==> config.mk <==
export PLATFORM = sky130hd
export DESIGN_NAME = capbuf_pingpong
export DESIGN_NICKNAME = d
export VERILOG_FILES = /design/src/rtl/capbuf_pkg.sv /design/src/rtl/capbuf_regs.sv /design/src/rtl/capbuf_seq.sv /design/src/rtl/capbuf_addr.sv /design/src/rtl/capbuf_pingpong.sv
export SDC_FILE = /design/constraint.sdc
export NUM_CORES = 1
export LEC_CHECK = 0
export BUFFER_PORTS_ARGS = -buffer_cell sky130_fd_sc_hd__buf_4
export CAP_MARGIN = 20
export CORE_ASPECT_RATIO = 1.4
export CORE_MARGIN = 3
export CORE_UTILIZATION = 35
export CTS_BUF_LIST = sky130_fd_sc_hd__clkbuf_4
export CTS_CLUSTER_SIZE = 30
export DETAILED_ROUTE_END_ITERATION = 16
export PLACE_DENSITY = 0.61
export SYNTH_ARGS = -nofsm -noshare
export SYNTH_HDL_FRONTEND = slang
export SYNTH_SLANG_ARGS = --single-unit
==> constraint.sdc <==
create_clock -name clk_i -period 5 [get_ports clk_i]
set_input_delay 0.75 -clock clk_i [delete_from_list [all_inputs] [get_ports clk_i]]
set_output_delay 0.75 -clock clk_i [all_outputs]
set_load 0.02 [all_outputs]
==> src/rtl/capbuf_pkg.sv <==
package capbuf_pkg;
  localparam int ALIGN_BITS = 6;

  typedef enum logic [1:0] {
    SEL_BASE_A = 2'd0,
    SEL_BASE_B = 2'd1,
    SEL_SIZE   = 2'd2,
    SEL_CTRL   = 2'd3
  } reg_sel_e;

  typedef struct packed {
    logic wide;
    logic stereo;
  } mode_t;

  typedef struct packed {
    logic ovr;
    logic full_b;
    logic full_a;
  } irq_en_t;

  function automatic logic [2:0] bytes_per_sample(mode_t m);
    case ({m.wide, m.stereo})
      2'b00:   return 3'd1;
      2'b01,
      2'b10:   return 3'd2;
      default: return 3'd4;
    endcase
  endfunction
endpackage

==> src/rtl/capbuf_regs.sv <==
module capbuf_regs
  import capbuf_pkg::*;
#(
  parameter int ADDR_W = 32,
  parameter int SIZE_W = 12
) (
  input  logic                       clk_i,
  input  logic                       rst_ni,
  input  logic                       wr_en_i,
  input  logic [1:0]                 wr_sel_i,
  input  logic [ADDR_W-1:0]          wr_data_i,
  output logic [1:0][ADDR_W-1:0]     base_o,
  output logic [SIZE_W-1:0]          size_o,
  output mode_t                      mode_o,
  output irq_en_t                    ie_o
);
  localparam int HI_W = ADDR_W - ALIGN_BITS;

  logic [1:0][HI_W-1:0] base_hi_q;

  for (genvar b = 0; b < 2; b++) begin : g_base
    always_ff @(posedge clk_i or negedge rst_ni) begin
      if (!rst_ni)                                  base_hi_q[b] <= '0;
      else if (wr_en_i && wr_sel_i == 2'(b))        base_hi_q[b] <= wr_data_i[ADDR_W-1:ALIGN_BITS];
    end
    assign base_o[b] = {base_hi_q[b], {ALIGN_BITS{1'b0}}};
  end

  always_ff @(posedge clk_i or negedge rst_ni) begin
    if (!rst_ni) begin
      size_o <= '0;
      mode_o <= '0;
      ie_o   <= '0;
    end else if (wr_en_i) begin
      if (reg_sel_e'(wr_sel_i) == SEL_SIZE) size_o <= wr_data_i[SIZE_W-1:0];
      if (reg_sel_e'(wr_sel_i) == SEL_CTRL) begin
        mode_o <= mode_t'(wr_data_i[1:0]);
        ie_o   <= irq_en_t'(wr_data_i[6:4]);
      end
    end
  end
endmodule

==> src/rtl/capbuf_seq.sv <==
module capbuf_seq #(
  parameter int SIZE_W = 12
) (
  input  logic              clk_i,
  input  logic              rst_ni,
  input  logic              sample_i,
  input  logic [SIZE_W-1:0] size_i,
  input  logic [2:0]        ack_i,
  output logic              active_o,
  output logic [1:0]        full_o,
  output logic              ovr_o,
  output logic              advance_o,
  output logic              restart_o
);
  logic              active_q, active_n;
  logic [SIZE_W-1:0] cnt_q, cnt_n;
  logic [1:0]        full_q, full_n;
  logic              ovr_q, ovr_n;
  logic              accept, last, tgt;

  assign tgt    = ~active_q;
  assign accept = sample_i && !full_q[active_q];
  // size 0 completes on every sample, same as size 1
  assign last   = accept && ({1'b0, cnt_q} + 1'b1 >= {1'b0, size_i});

  always_comb begin
    active_n = active_q;
    cnt_n    = cnt_q;
    full_n   = full_q & ~ack_i[1:0];
    ovr_n    = ovr_q & ~ack_i[2];
    if (sample_i && full_q[active_q]) ovr_n = 1'b1;
    if (last) begin
      full_n[active_q] = 1'b1;
      cnt_n            = '0;
      active_n         = tgt;
      if (full_n[tgt]) ovr_n = 1'b1;
    end else if (accept) begin
      cnt_n = cnt_q + 1'b1;
    end
  end

  always_ff @(posedge clk_i or negedge rst_ni) begin
    if (!rst_ni) begin
      active_q <= 1'b0;
      cnt_q    <= '0;
      full_q   <= '0;
      ovr_q    <= 1'b0;
    end else begin
      active_q <= active_n;
      cnt_q    <= cnt_n;
      full_q   <= full_n;
      ovr_q    <= ovr_n;
    end
  end

  assign active_o  = active_q;
  assign full_o    = full_q;
  assign ovr_o     = ovr_q;
  assign advance_o = accept && !last;
  assign restart_o = last;
endmodule

==> src/rtl/capbuf_addr.sv <==
module capbuf_addr #(
  parameter int ADDR_W = 32,
  parameter int OFF_W  = 14
) (
  input  logic                   clk_i,
  input  logic                   rst_ni,
  input  logic                   advance_i,
  input  logic                   restart_i,
  input  logic [2:0]             step_i,
  input  logic [1:0][ADDR_W-1:0] base_i,
  input  logic                   active_i,
  output logic [ADDR_W-1:0]      addr_o
);
  logic [OFF_W-1:0] off_q;

  always_ff @(posedge clk_i or negedge rst_ni) begin
    if (!rst_ni)        off_q <= '0;
    else if (restart_i) off_q <= '0;
    else if (advance_i) off_q <= off_q + OFF_W'(step_i);
  end

  assign addr_o = base_i[active_i] + ADDR_W'(off_q);
endmodule

==> src/rtl/capbuf_pingpong.sv <==
module capbuf_pingpong
  import capbuf_pkg::*;
#(
  parameter int ADDR_W = 32,
  parameter int SIZE_W = 12
) (
  input  logic              clk_i,
  input  logic              rst_ni,
  input  logic              wr_en_i,
  input  logic [1:0]        wr_sel_i,
  input  logic [ADDR_W-1:0] wr_data_i,
  input  logic [2:0]        ack_i,
  input  logic              sample_done_i,
  output logic [ADDR_W-1:0] addr_o,
  output logic              buf_sel_o,
  output logic [1:0]        full_o,
  output logic              overrun_o,
  output logic              irq_o
);
  localparam int OFF_W = SIZE_W + 2;

  logic [1:0][ADDR_W-1:0] base;
  logic [SIZE_W-1:0]      size;
  mode_t                  mode;
  irq_en_t                ie;
  logic                   advance, restart;

  capbuf_regs #(.ADDR_W(ADDR_W), .SIZE_W(SIZE_W)) i_regs (
    .clk_i, .rst_ni, .wr_en_i, .wr_sel_i, .wr_data_i,
    .base_o(base), .size_o(size), .mode_o(mode), .ie_o(ie)
  );

  capbuf_seq #(.SIZE_W(SIZE_W)) i_seq (
    .clk_i, .rst_ni,
    .sample_i(sample_done_i), .size_i(size), .ack_i,
    .active_o(buf_sel_o), .full_o, .ovr_o(overrun_o),
    .advance_o(advance), .restart_o(restart)
  );

  capbuf_addr #(.ADDR_W(ADDR_W), .OFF_W(OFF_W)) i_addr (
    .clk_i, .rst_ni,
    .advance_i(advance), .restart_i(restart),
    .step_i(bytes_per_sample(mode)),
    .base_i(base), .active_i(buf_sel_o), .addr_o
  );

  assign irq_o = |({overrun_o, full_o} & ie);
endmodule

==> flow_summary.toml, run 1 <==
[cts]
cts_setup_buffers = 0
clock_insertion_delay_worst_skew_ns = 0.48
clock_tree.htree_level_count = 3
numCtsBuffers = 9
ctsHoldBuffers = 0
cts_repair_resize_count = 0
ctsLongestPathBuffers = 2
worst_path_clk_slew_ns = 0.15
cts_sinks = 99
tritoncts = "built"
cts.root.buffer_cell = "clkbuf_4"

[detailed_routing]
route.detailed.wl_per_inst_um = 17.10
vias_per_cell = 5.227
vias = 4176
drt_first_iter_violations = 289
drc = 0
postRouteAntennaNets = 0
number_of_detailed_route_iterations_in_the_first_pass = 6
drt_wl_total_um = 13660

[timing]
timing.fmax_ghz = 0.2166
fin_tns_setup_ns = 0
period_needed_ns = 4.618
hold_violations = 0
worst_clock_skew_ns = 0.01352
timing.max_slew.rel_slack_pct = 43.62
timing.final.crit_share_pct = 92.36
max_slew_violation_count = 0
endpoints_failing_setup = 0
rsz0062_at_grt = "no"
worst-slew-pin-transition_ns = 0.8457

[floorplan]
die_height_um = 157.9
die_width_um = 114.5
core_area_mm2 = 0.01588
top_level_ports = 78
std_cell_rows = 54
floorplan.initialDensity_pct = 36.33
floorplan.die_area_mm2 = 0.01808

[power]
post-layout-total-power_mw = 2.951
total_leakage_power_nw = 3.043
pwr_density_cell_mw_per_mm2 = 444.7
vdd_ir_max_uv = 215.1

[layout]
fin_area_mm2 = 0.006635
final_cell_count_no_fill = 799
area.growth.synth_to_final_pct = 15.03
layout.cells.most_common_list = "dfrtp_1 (98), buf_4 (81), mux2_2 (76), nand2_1 (51), inv_1 (28)"
nFillCells = 1551
finish.net_count = 666
final_common_cell = "dfrtp_1"
final_layout_size_suffix_gt1_share_pct = 31.06

[worst_setup_path]
setup.worst_path.class = "reg -> out"
cp.required_ns = 4.25
critical_path.slowest_cell = "dfrtp_2"
worst_path_largest_cell_delay_ns = 0.75
ordered_list_of_cells_on_the_worst_path = "buf_4 > mux2_2 > ha_1 > a21oi_1 > nor2b_1 > a311o_1 > a21o_1 > a32oi_1 > a22oi_1 > buf_4"
critPathLaunchType = "flip-flop"
critical_path_peak_fanout = 22
cp_common_cell = "buf_4"
startpoint = "i_seq.active_o"
arrival_ns = 3.87
reg2reg_from = "i_seq.cnt_q[0]"
ff2ff_setup_slack_ns = 1.42
rr_worst_depth = 12
timing.rr.end = "i_seq.cnt_q[2]"
kind_of_end_point_of_the_critical_path = "primary output"

[logic_synthesis]
synth.area.top_cells = "dfrtp_1 (43%), mux2_2 (15%), ha_1 (5.6%)"
synth.avg_cell_area_um2 = 10.92
synth.net_count = 597
seq_area_frac_synth_pct = 42.95
synth_compound_area_share_pct = 8.872
synth_edf_count = 0
synth-async-reset-ratio_pct = 100.0
synth-adder-area-share_pct = 6.334
yosys_warnings = 0
synthXorXnorAreaFrac_pct = 6.681
synthMuxAreaShare_pct = 17.83
share_of_the_synthesized_area_in_the_top_cell_type_pct = 42.95
dominant_combinational_cell_family_by_area_after_synthesis = "multiplexers"
synth-simple-area-share_pct = 12.99
post_synth_top_area_cell = "dfrtp_1"
syn_area_mm2 = 0.005768
yosysUniqueCellTypes = 61
synthCells = 528
dominantRegCellSynth = "dfrtp_1"
synth.ff_latch_count = 99

[hold_path]
hold_path_class = "in -> async"

[grt]
grt_first_pass_wirelength_um = 22270
gr-total-overflow = 0
gr-usage-all-layers_pct = 15.68
grt_pass1_vias = 4403
grt_max_degree = 66
grt_antenna_before_repair = 1

[placement]
placed_cell_area_mm2 = 0.006482
buffer_ports.inserted = 77
dpl_wire_length_um = 10280
place_congestion = 0.8556
placed_instances = 782

[status]
status = "finished, final reports clean"

[flow_run]
max_cap_viol_count = 0
==> where the power goes <==
group          switching (mW)  internal (mW)  total (mW)
Sequential              0.178          0.959        1.14
Clock                   0.278          0.197       0.475
Combinational           0.714          0.625        1.34
Total                    1.17           1.78        2.95
==> metal layers <==
| metal | global-route usage [%] | routed length [µm] |
|---|---|---|
| met1 | 18.77 | 5631 |
| met2 | 28.06 | 7213 |
| met3 | 2.141 | 507 |
| met4 | 6.395 | 310 |
| met5 | 0 | 0 |
==> flip-flops by register name, summed over array words and instances, names as in the netlist <==
signal	count
i_seq.active_o	1
i_seq.ovr_o	1
i_regs.ie_o	3
i_addr.off_q	14
i_seq.cnt_q	12
i_seq.full_o	2
i_regs.base_o	52
i_regs.size_o	12
i_regs.mode_o	2
==> worst max-delay path by stage <==
stage                     cells past startpoint         end
after floorplan                              15  addr_o[26]
after global placement                       10  addr_o[18]
after detailed placement                     10  addr_o[18]
after CTS                                    10  addr_o[18]
after global routing                         10  addr_o[25]
final                                        10  addr_o[18]
==> cell type report <==
class                           instances  area [µm²]  share of cell area (%)
Clock inverter                          7       82.58                   1.245
Clock buffer                            9       67.56                   1.018
Multi-Input combinational cell        378        3045                   45.90
Inverter                               28       105.1                   1.584
Sequential cell                        99        2479                   37.36
Tap cell                              196       245.2                   3.696
Timing Repair Buffer                   81       608.1                   9.165
Antenna cell                            1       2.502                 0.03771
==> worst max-delay path: cells and delay by family (launching register included) <==
kind,cells,cell delay [ns]
AO/OA/AOI/OAI,5,1.30
flip-flops,1,0.75
buffers and inverters,2,0.56
multiplexers,1,0.37
adder cells (fa/ha/maj),1,0.35
AND/OR/NAND/NOR,1,0.06
==> per-stage QoR <==
step	hold slack (ns)	utilization [%]	setup WS, ns
after CTS	0.3630	41.77	0.3143
after global routing	0.4036	41.79	0.06666
after floorplan	0.4544	-	0.6414
after detailed placement	0.4928	40.83	0.8568
final	0.3394	41.79	0.3822
after global placement	0.4839	40.83	0.9650
==> cell usage after synthesis (2+ instances only) <==
cell type  instances
a21o_1             6
a21oi_1           13
a41o_1             2
and2_1             3
and3_1             8
buf_2              5
buf_4              8
buf_6              3
clkbuf_1           6
dfrtp_1           99
fa_1               2
ha_1              26
inv_1             28
mux2_2            76
mux2i_1           15
nand2_1           51
nand2b_1           3
nand3_1           21
nand3b_1           3
nand4_1            7
nand4_2            2
nand4b_1           3
nor2_1            22
nor2b_1            2
nor3_1             5
nor3b_1            2
o21a_1             3
o21ai_0           19
o21ai_1            2
o21bai_1           2
o221ai_1           2
o31ai_1            5
or3_1              4
xnor2_1           22
xor2_1            22
==> kinds of logic after synthesis <==
family,after synthesis
AND/OR/NAND/NOR,143
flip-flops,99
multiplexers,92
AO/OA/AOI/OAI,71
buffers and inverters,51
XOR/XNOR,44
adder cells (fa/ha/maj),28
Power figures use the tool's default switching activity.
==> run 2: changes to the inputs <==
BUFFER_PORTS_ARGS = default   (was -buffer_cell sky130_fd_sc_hd__buf_4)
DONT_BUFFER_PORTS = 1   (was default)
PLACE_DENSITY = 0.57   (was 0.61)
SLEW_MARGIN = 20   (was default)
clock period = 5.9 ns   (was 5 ns; I/O delays follow)
==> flow_summary.toml, run 2 (same netlist as run 1, synthesis figures left out) <==
[layout]
nFillCells = 1513
largest_register_ff_count = 52
final_layout_size_suffix_gt1_share_pct = 20.65
finish.net_count = 588
final_cell_count_no_fill = 720
layout.cells.most_common_list = "dfrtp_1 (98), mux2_2 (76), nand2_1 (51), inv_1 (28), ha_1 (26)"
final_common_cell = "dfrtp_1"
area.growth.synth_to_final_pct = 5.271

[cts]
numCtsBuffers = 9
cts.root.buffer_cell = "clkbuf_4"
clock_insertion_delay_worst_skew_ns = 0.46
clock_tree.htree_level_count = 3
tritoncts = "built"
cts_repair_resize_count = 0
cts_sinks = 99
ctsLongestPathBuffers = 2
cts_setup_buffers = 0
worst_path_clk_slew_ns = 0.15
ctsHoldBuffers = 0

[timing]
period_needed_ns = 4.582
holdWs_ns = 0.1015
layout_setup_ws_ns = 1.318
worst_clock_skew_ns = 0.007841
hold_violations = 0
timing.fmax_ghz = 0.2182
endpoints_failing_setup = 0
timing.final.crit_share_pct = 77.67
timing.max_slew.rel_slack_pct = 43.93
max_slew_violation_count = 0
fin_tns_setup_ns = 0
rsz0062_at_grt = "no"
worst-slew-pin-transition_ns = 0.8390

[detailed_routing]
vias_per_cell = 5.344
drc = 0
vias = 3848
postRouteAntennaNets = 0
route.detailed.wl_per_inst_um = 18.33
drt_first_iter_violations = 149
drt_wl_total_um = 13200
number_of_detailed_route_iterations_in_the_first_pass = 4

[grt]
gr-usage-met1_pct = 17.43
gr-total-overflow = 0
grt_max_degree = 100
grt_antenna_before_repair = 1
groute.layer.met2.usage_pct = 26.70
globalRouteMet3Util_pct = 3.709
busiest_layer = "met2"
grt_first_pass_wirelength_um = 21250
gr-usage-all-layers_pct = 15.16
grt_pass1_vias = 3978

[power]
total_leakage_power_nw = 2.668
post-layout-total-power_mw = 2.311
vdd_ir_max_uv = 172.9
pwr_density_cell_mw_per_mm2 = 380.5

[hold_path]
hold_path_class = "in -> async"

[floorplan]
die_width_um = 114.5
die_height_um = 157.9
core_area_mm2 = 0.01588
floorplan.initialDensity_pct = 36.33
floorplan.die_area_mm2 = 0.01808
top_level_ports = 78
std_cell_rows = 54

[worst_setup_path]
critPathLaunchType = "flip-flop"
rr_worst_depth = 12
setup.worst_path.class = "reg -> out"
arrival_ns = 3.70
kind_of_end_point_of_the_critical_path = "primary output"
cp.required_ns = 5.02
critical_path_peak_fanout = 12
ff2ff_setup_slack_ns = 2.20

[placement]
buffer_ports.inserted = 0
dpl_wire_length_um = 9703
place_congestion = 0.8409
pre_cts_slack_ns = 1.776
placed_instances = 704

[status]
status = "finished, final reports clean"

[flow_run]
max_cap_viol_count = 0
-- run 2: cell count changes in the layout (fill, tap and decap cells not counted) --
cell        before  now
clkinvlp_4       0    1
clkinv_2         3    0
buf_4           81    3
bufinv_16        2    3
-- run 2: report_power, final --
group / internal [mW] / total (mW) / switching [mW]
Clock: 0.210 / 0.435 / 0.225
Sequential: 0.813 / 0.978 / 0.165
Combinational: 0.365 / 0.898 / 0.533
-- run 2: critical path, stage by stage, from the launching register on --
cell	delay [ns]
dfrtp_2	0.59
mux2_2	0.38
ha_1	0.21
inv_1	0.07
fa_1	0.25
nor2b_4	0.05
o31a_1	0.27
a311o_1	0.39
a21o_1	0.39
nand4_1	0.20
xor2_1	0.41
-- run 2: path summary, 6_finish.rpt --
kind / to / start
max: addr_o[26] / i_seq.active_o
min: i_seq.cnt_q[11] / rst_ni
max reg2reg: i_seq.cnt_q[2] / i_seq.cnt_q[0]
min reg2reg: i_regs.base_o[9] / i_regs.base_o[9]
max in group asynchronous: i_regs.base_o[56] / rst_ni
min in group clk_i: i_seq.full_o[0] / ack_i[0]
-- run 2: final cells by class --
cell class	count	area (µm²)	share of cell area (%)
Multi-Input combinational cell	378	3045	50.15
Sequential cell	99	2479	40.82
Tap cell	196	245.2	4.039
Clock inverter	6	105.1	1.731
Inverter	28	105.1	1.731
Clock buffer	9	67.56	1.113
Timing Repair Buffer	3	22.52	0.3709
Antenna cell	1	2.502	0.04121
-- run 2: routing by layer --
metal / share of wire [%] / wire length (µm)
met1: 40 / 5290
met2: 52 / 6804
met3: 5.7 / 747
met4: 2.7 / 357
met5: 0 / 0
-- run 2: stage by stage --
step	utilization (%)	cell area, µm²
6_report	38.24	6072
2_1_floorplan	-	5768
3_5_place_dp	37.14	5897
4_1_cts	38.23	6070
3_3_place_gp	37.14	5897
5_1_grt	38.24	6072
==> run 3: changes to the inputs <==
ABC_AREA = 1   (was default)
clock period = 4.75 ns   (was 5.9 ns; I/O delays follow)
==> flow_summary.toml, run 3 <==
[cts]
cts_sinks = 99
clock_insertion_delay_worst_skew_ns = 0.47
tritoncts = "built"
cts_repair_resize_count = 0
ctsLongestPathBuffers = 2
cts_setup_buffers = 0
numCtsBuffers = 9
clock_tree.htree_level_count = 3
worst_path_clk_slew_ns = 0.18
cts.root.buffer_cell = "clkbuf_4"

[logic_synthesis]
share_of_the_synthesized_area_in_the_top_cell_type_pct = 38.56
synth-async-reset-ratio_pct = 100.0
synthCells = 955
synth.net_count = 1024
dominantRegCellSynth = "dfrtp_1"
synth-adder-area-share_pct = 5.686
synthXorXnorAreaFrac_pct = 2.999
synth_edf_count = 0
yosysUniqueCellTypes = 28
synth_common_cells = "nand2_1 (356), inv_1 (146), dfrtp_1 (99), o21ai_0 (79), nor2_1 (70)"
synth_compound_area_share_pct = 7.829
synth.area.top_cells = "dfrtp_1 (39%), nand2_1 (21%), inv_1 (8.5%)"
seq_area_frac_synth_pct = 38.56
synth.ff_latch_count = 99
dominant_combinational_cell_family_by_area_after_synthesis = "simple AND/OR/NAND/NOR gates"
post_synth_top_area_cell = "dfrtp_1"
synth-simple-area-share_pct = 33.44
post-synth-top-count-cell = "nand2_1"
syn_area_mm2 = 0.006425
yosys_warnings = 0
synth.avg_cell_area_um2 = 6.728
synthMuxAreaShare_pct = 0

[timing]
holdWs_ns = 0.1621
timing.fmax_ghz = 0.2334
fin_tns_setup_ns = 0
timing.final.crit_share_pct = 90.19
endpoints_failing_setup = 0
max_slew_violation_count = 0
hold_violations = 0
worst-slew-pin-transition_ns = 0.7671
rsz0062_at_grt = "no"
worst_clock_skew_ns = 0.03273
period_needed_ns = 4.284
timing.max_slew.rel_slack_pct = 48.72

[grt]
gr-usage-all-layers_pct = 16.36
grt_max_degree = 100
grt_antenna_before_repair = 1
gr-usage-met1_pct = 21.82
globalRouteMet3Util_pct = 1.840
groute.layer.met2.usage_pct = 27.65
gr-total-overflow = 0
busiest_layer = "met2"
grt_pass1_vias = 5166
grt_first_pass_wirelength_um = 26400

[layout]
nFillCells = 2011
final_common_cell = "nand2_1"
final_layout_size_suffix_gt1_share_pct = 5.346
area.growth.synth_to_final_pct = 5.842
finish.net_count = 1018
largest_register_ff_count = 52
layout.cells.most_common_list = "nand2_1 (356), inv_1 (146), dfrtp_1 (99), o21ai_0 (79), nor2_1 (70)"
post-route-util_pct = 37.79

[hold_path]
hold_path_class = "in -> async"

[status]
status = "finished, final reports clean"

[worst_setup_path]
setup.worst_path.class = "reg -> out"
startpoint = "i_seq.active_o"
kind_of_end_point_of_the_critical_path = "primary output"
reg2reg_from = "i_seq.cnt_q[0]"
destination_of_the_critical_timing_path = "addr_o[18]"
critPathLaunchType = "flip-flop"
rr_worst_depth = 15
critical_path_peak_fanout = 21
timing.rr.end = "i_seq.cnt_q[11]"
cp.required_ns = 4.04
arrival_ns = 3.57
ff2ff_setup_slack_ns = 2.06

[floorplan]
die_width_um = 120.5
floorplan.initialDensity_pct = 35.70
die_height_um = 166.3
core_area_mm2 = 0.01800
top_level_ports = 78
floorplan.die_area_mm2 = 0.02004
std_cell_rows = 58

[detailed_routing]
drt_wl_total_um = 16130
drc = 0
vias = 5531
number_of_detailed_route_iterations_in_the_first_pass = 5
drt_first_iter_violations = 292
postRouteAntennaNets = 0
vias_per_cell = 4.628
route.detailed.wl_per_inst_um = 13.50

[power]
total_leakage_power_nw = 3.744
pwr_density_cell_mw_per_mm2 = 467.7
vdd_ir_max_uv = 165.2

[placement]
dpl_wire_length_um = 12310
place_congestion = 0.8049
buffer_ports.inserted = 0

[flow_run]
max_cap_viol_count = 0
[run 3: worst min-delay path by stage]
stage	endpoint	slack, ns	cells past startpoint	startpoint
global placement	i_regs.base_o[55]	0.42	0	rst_ni
floorplan	i_addr.off_q[0]	0.42	0	rst_ni
detailed placement	i_regs.base_o[56]	0.42	0	rst_ni
global route	i_addr.off_q[10]	0.17	1	rst_ni
finish	i_addr.off_q[12]	0.16	1	rst_ni
CTS	i_addr.off_q[10]	0.15	1	rst_ni
[run 3: cells by family (layout without fill, tap and decap cells)]
kind of cell | Yosys count | in the layout
flops | 99 | 99
xor+xnor | 22 | 22
buf+inv | 182 | 181
simple gates | 525 | 525
fa+ha+maj | 28 | 28
other cells | 0 | 1
compound gates | 99 | 99
[run 3: layout make-up]
class	instances	area, µm²	share of cell area (%)
diodes	1	2.502	0.03680
clock buffers	10	75.07	1.104
clock inverters	6	47.55	0.6992
inverters	152	570.5	8.390
multi-input cells	674	3209	47.19
flip-flops and latches	99	2477	36.43
well taps	240	300.3	4.416
repair buffers	13	117.6	1.730
[run 3: layer usage]
metal | wire, µm | vias up
met5 | 0 | -
met2 | 7850 | 97
met4 | 321 | 0
li1 | - | 2912
met3 | 449 | 19
met1 | 7513 | 2503
[run 3: critical path, cell delays in order, from the launching register on]
cell,delay (ns)
dfrtp_1,0.59
inv_2,0.38
or2_2,0.17
o21ai_0,0.16
fa_1,0.50
nor2_1,0.18
nor2_1,0.10
o21ai_1,0.50
nand3_1,0.17
xor2_1,0.18
buf_4,0.15
[run 3: repair_timing]
action	in CTS	in global routing
endpoints found under the hold margin	99	0
hold buffers	1	0
setup endpoints to repair	0	0
[run 3: power by group]
part           internal, mW  total, mW  switching [mW]  leakage, nW
combinational         0.475       1.55            1.08         2.43
clock                 0.118      0.411           0.293       0.0674
sequential             1.01       1.22           0.212         1.25
[run 3: stage by stage]
step,worst slack (ns),std cells,total power [mW],instance area [µm²]
finish,0.4660,1195,3.180,6800
global route,0.1358,1195,3.488,6800
CTS,0.3950,1194,3.226,6798
detailed placement,0.9624,1177,2.783,6648
global placement,1.026,1177,2.763,6648
floorplan,1.222,955,2.437,6425
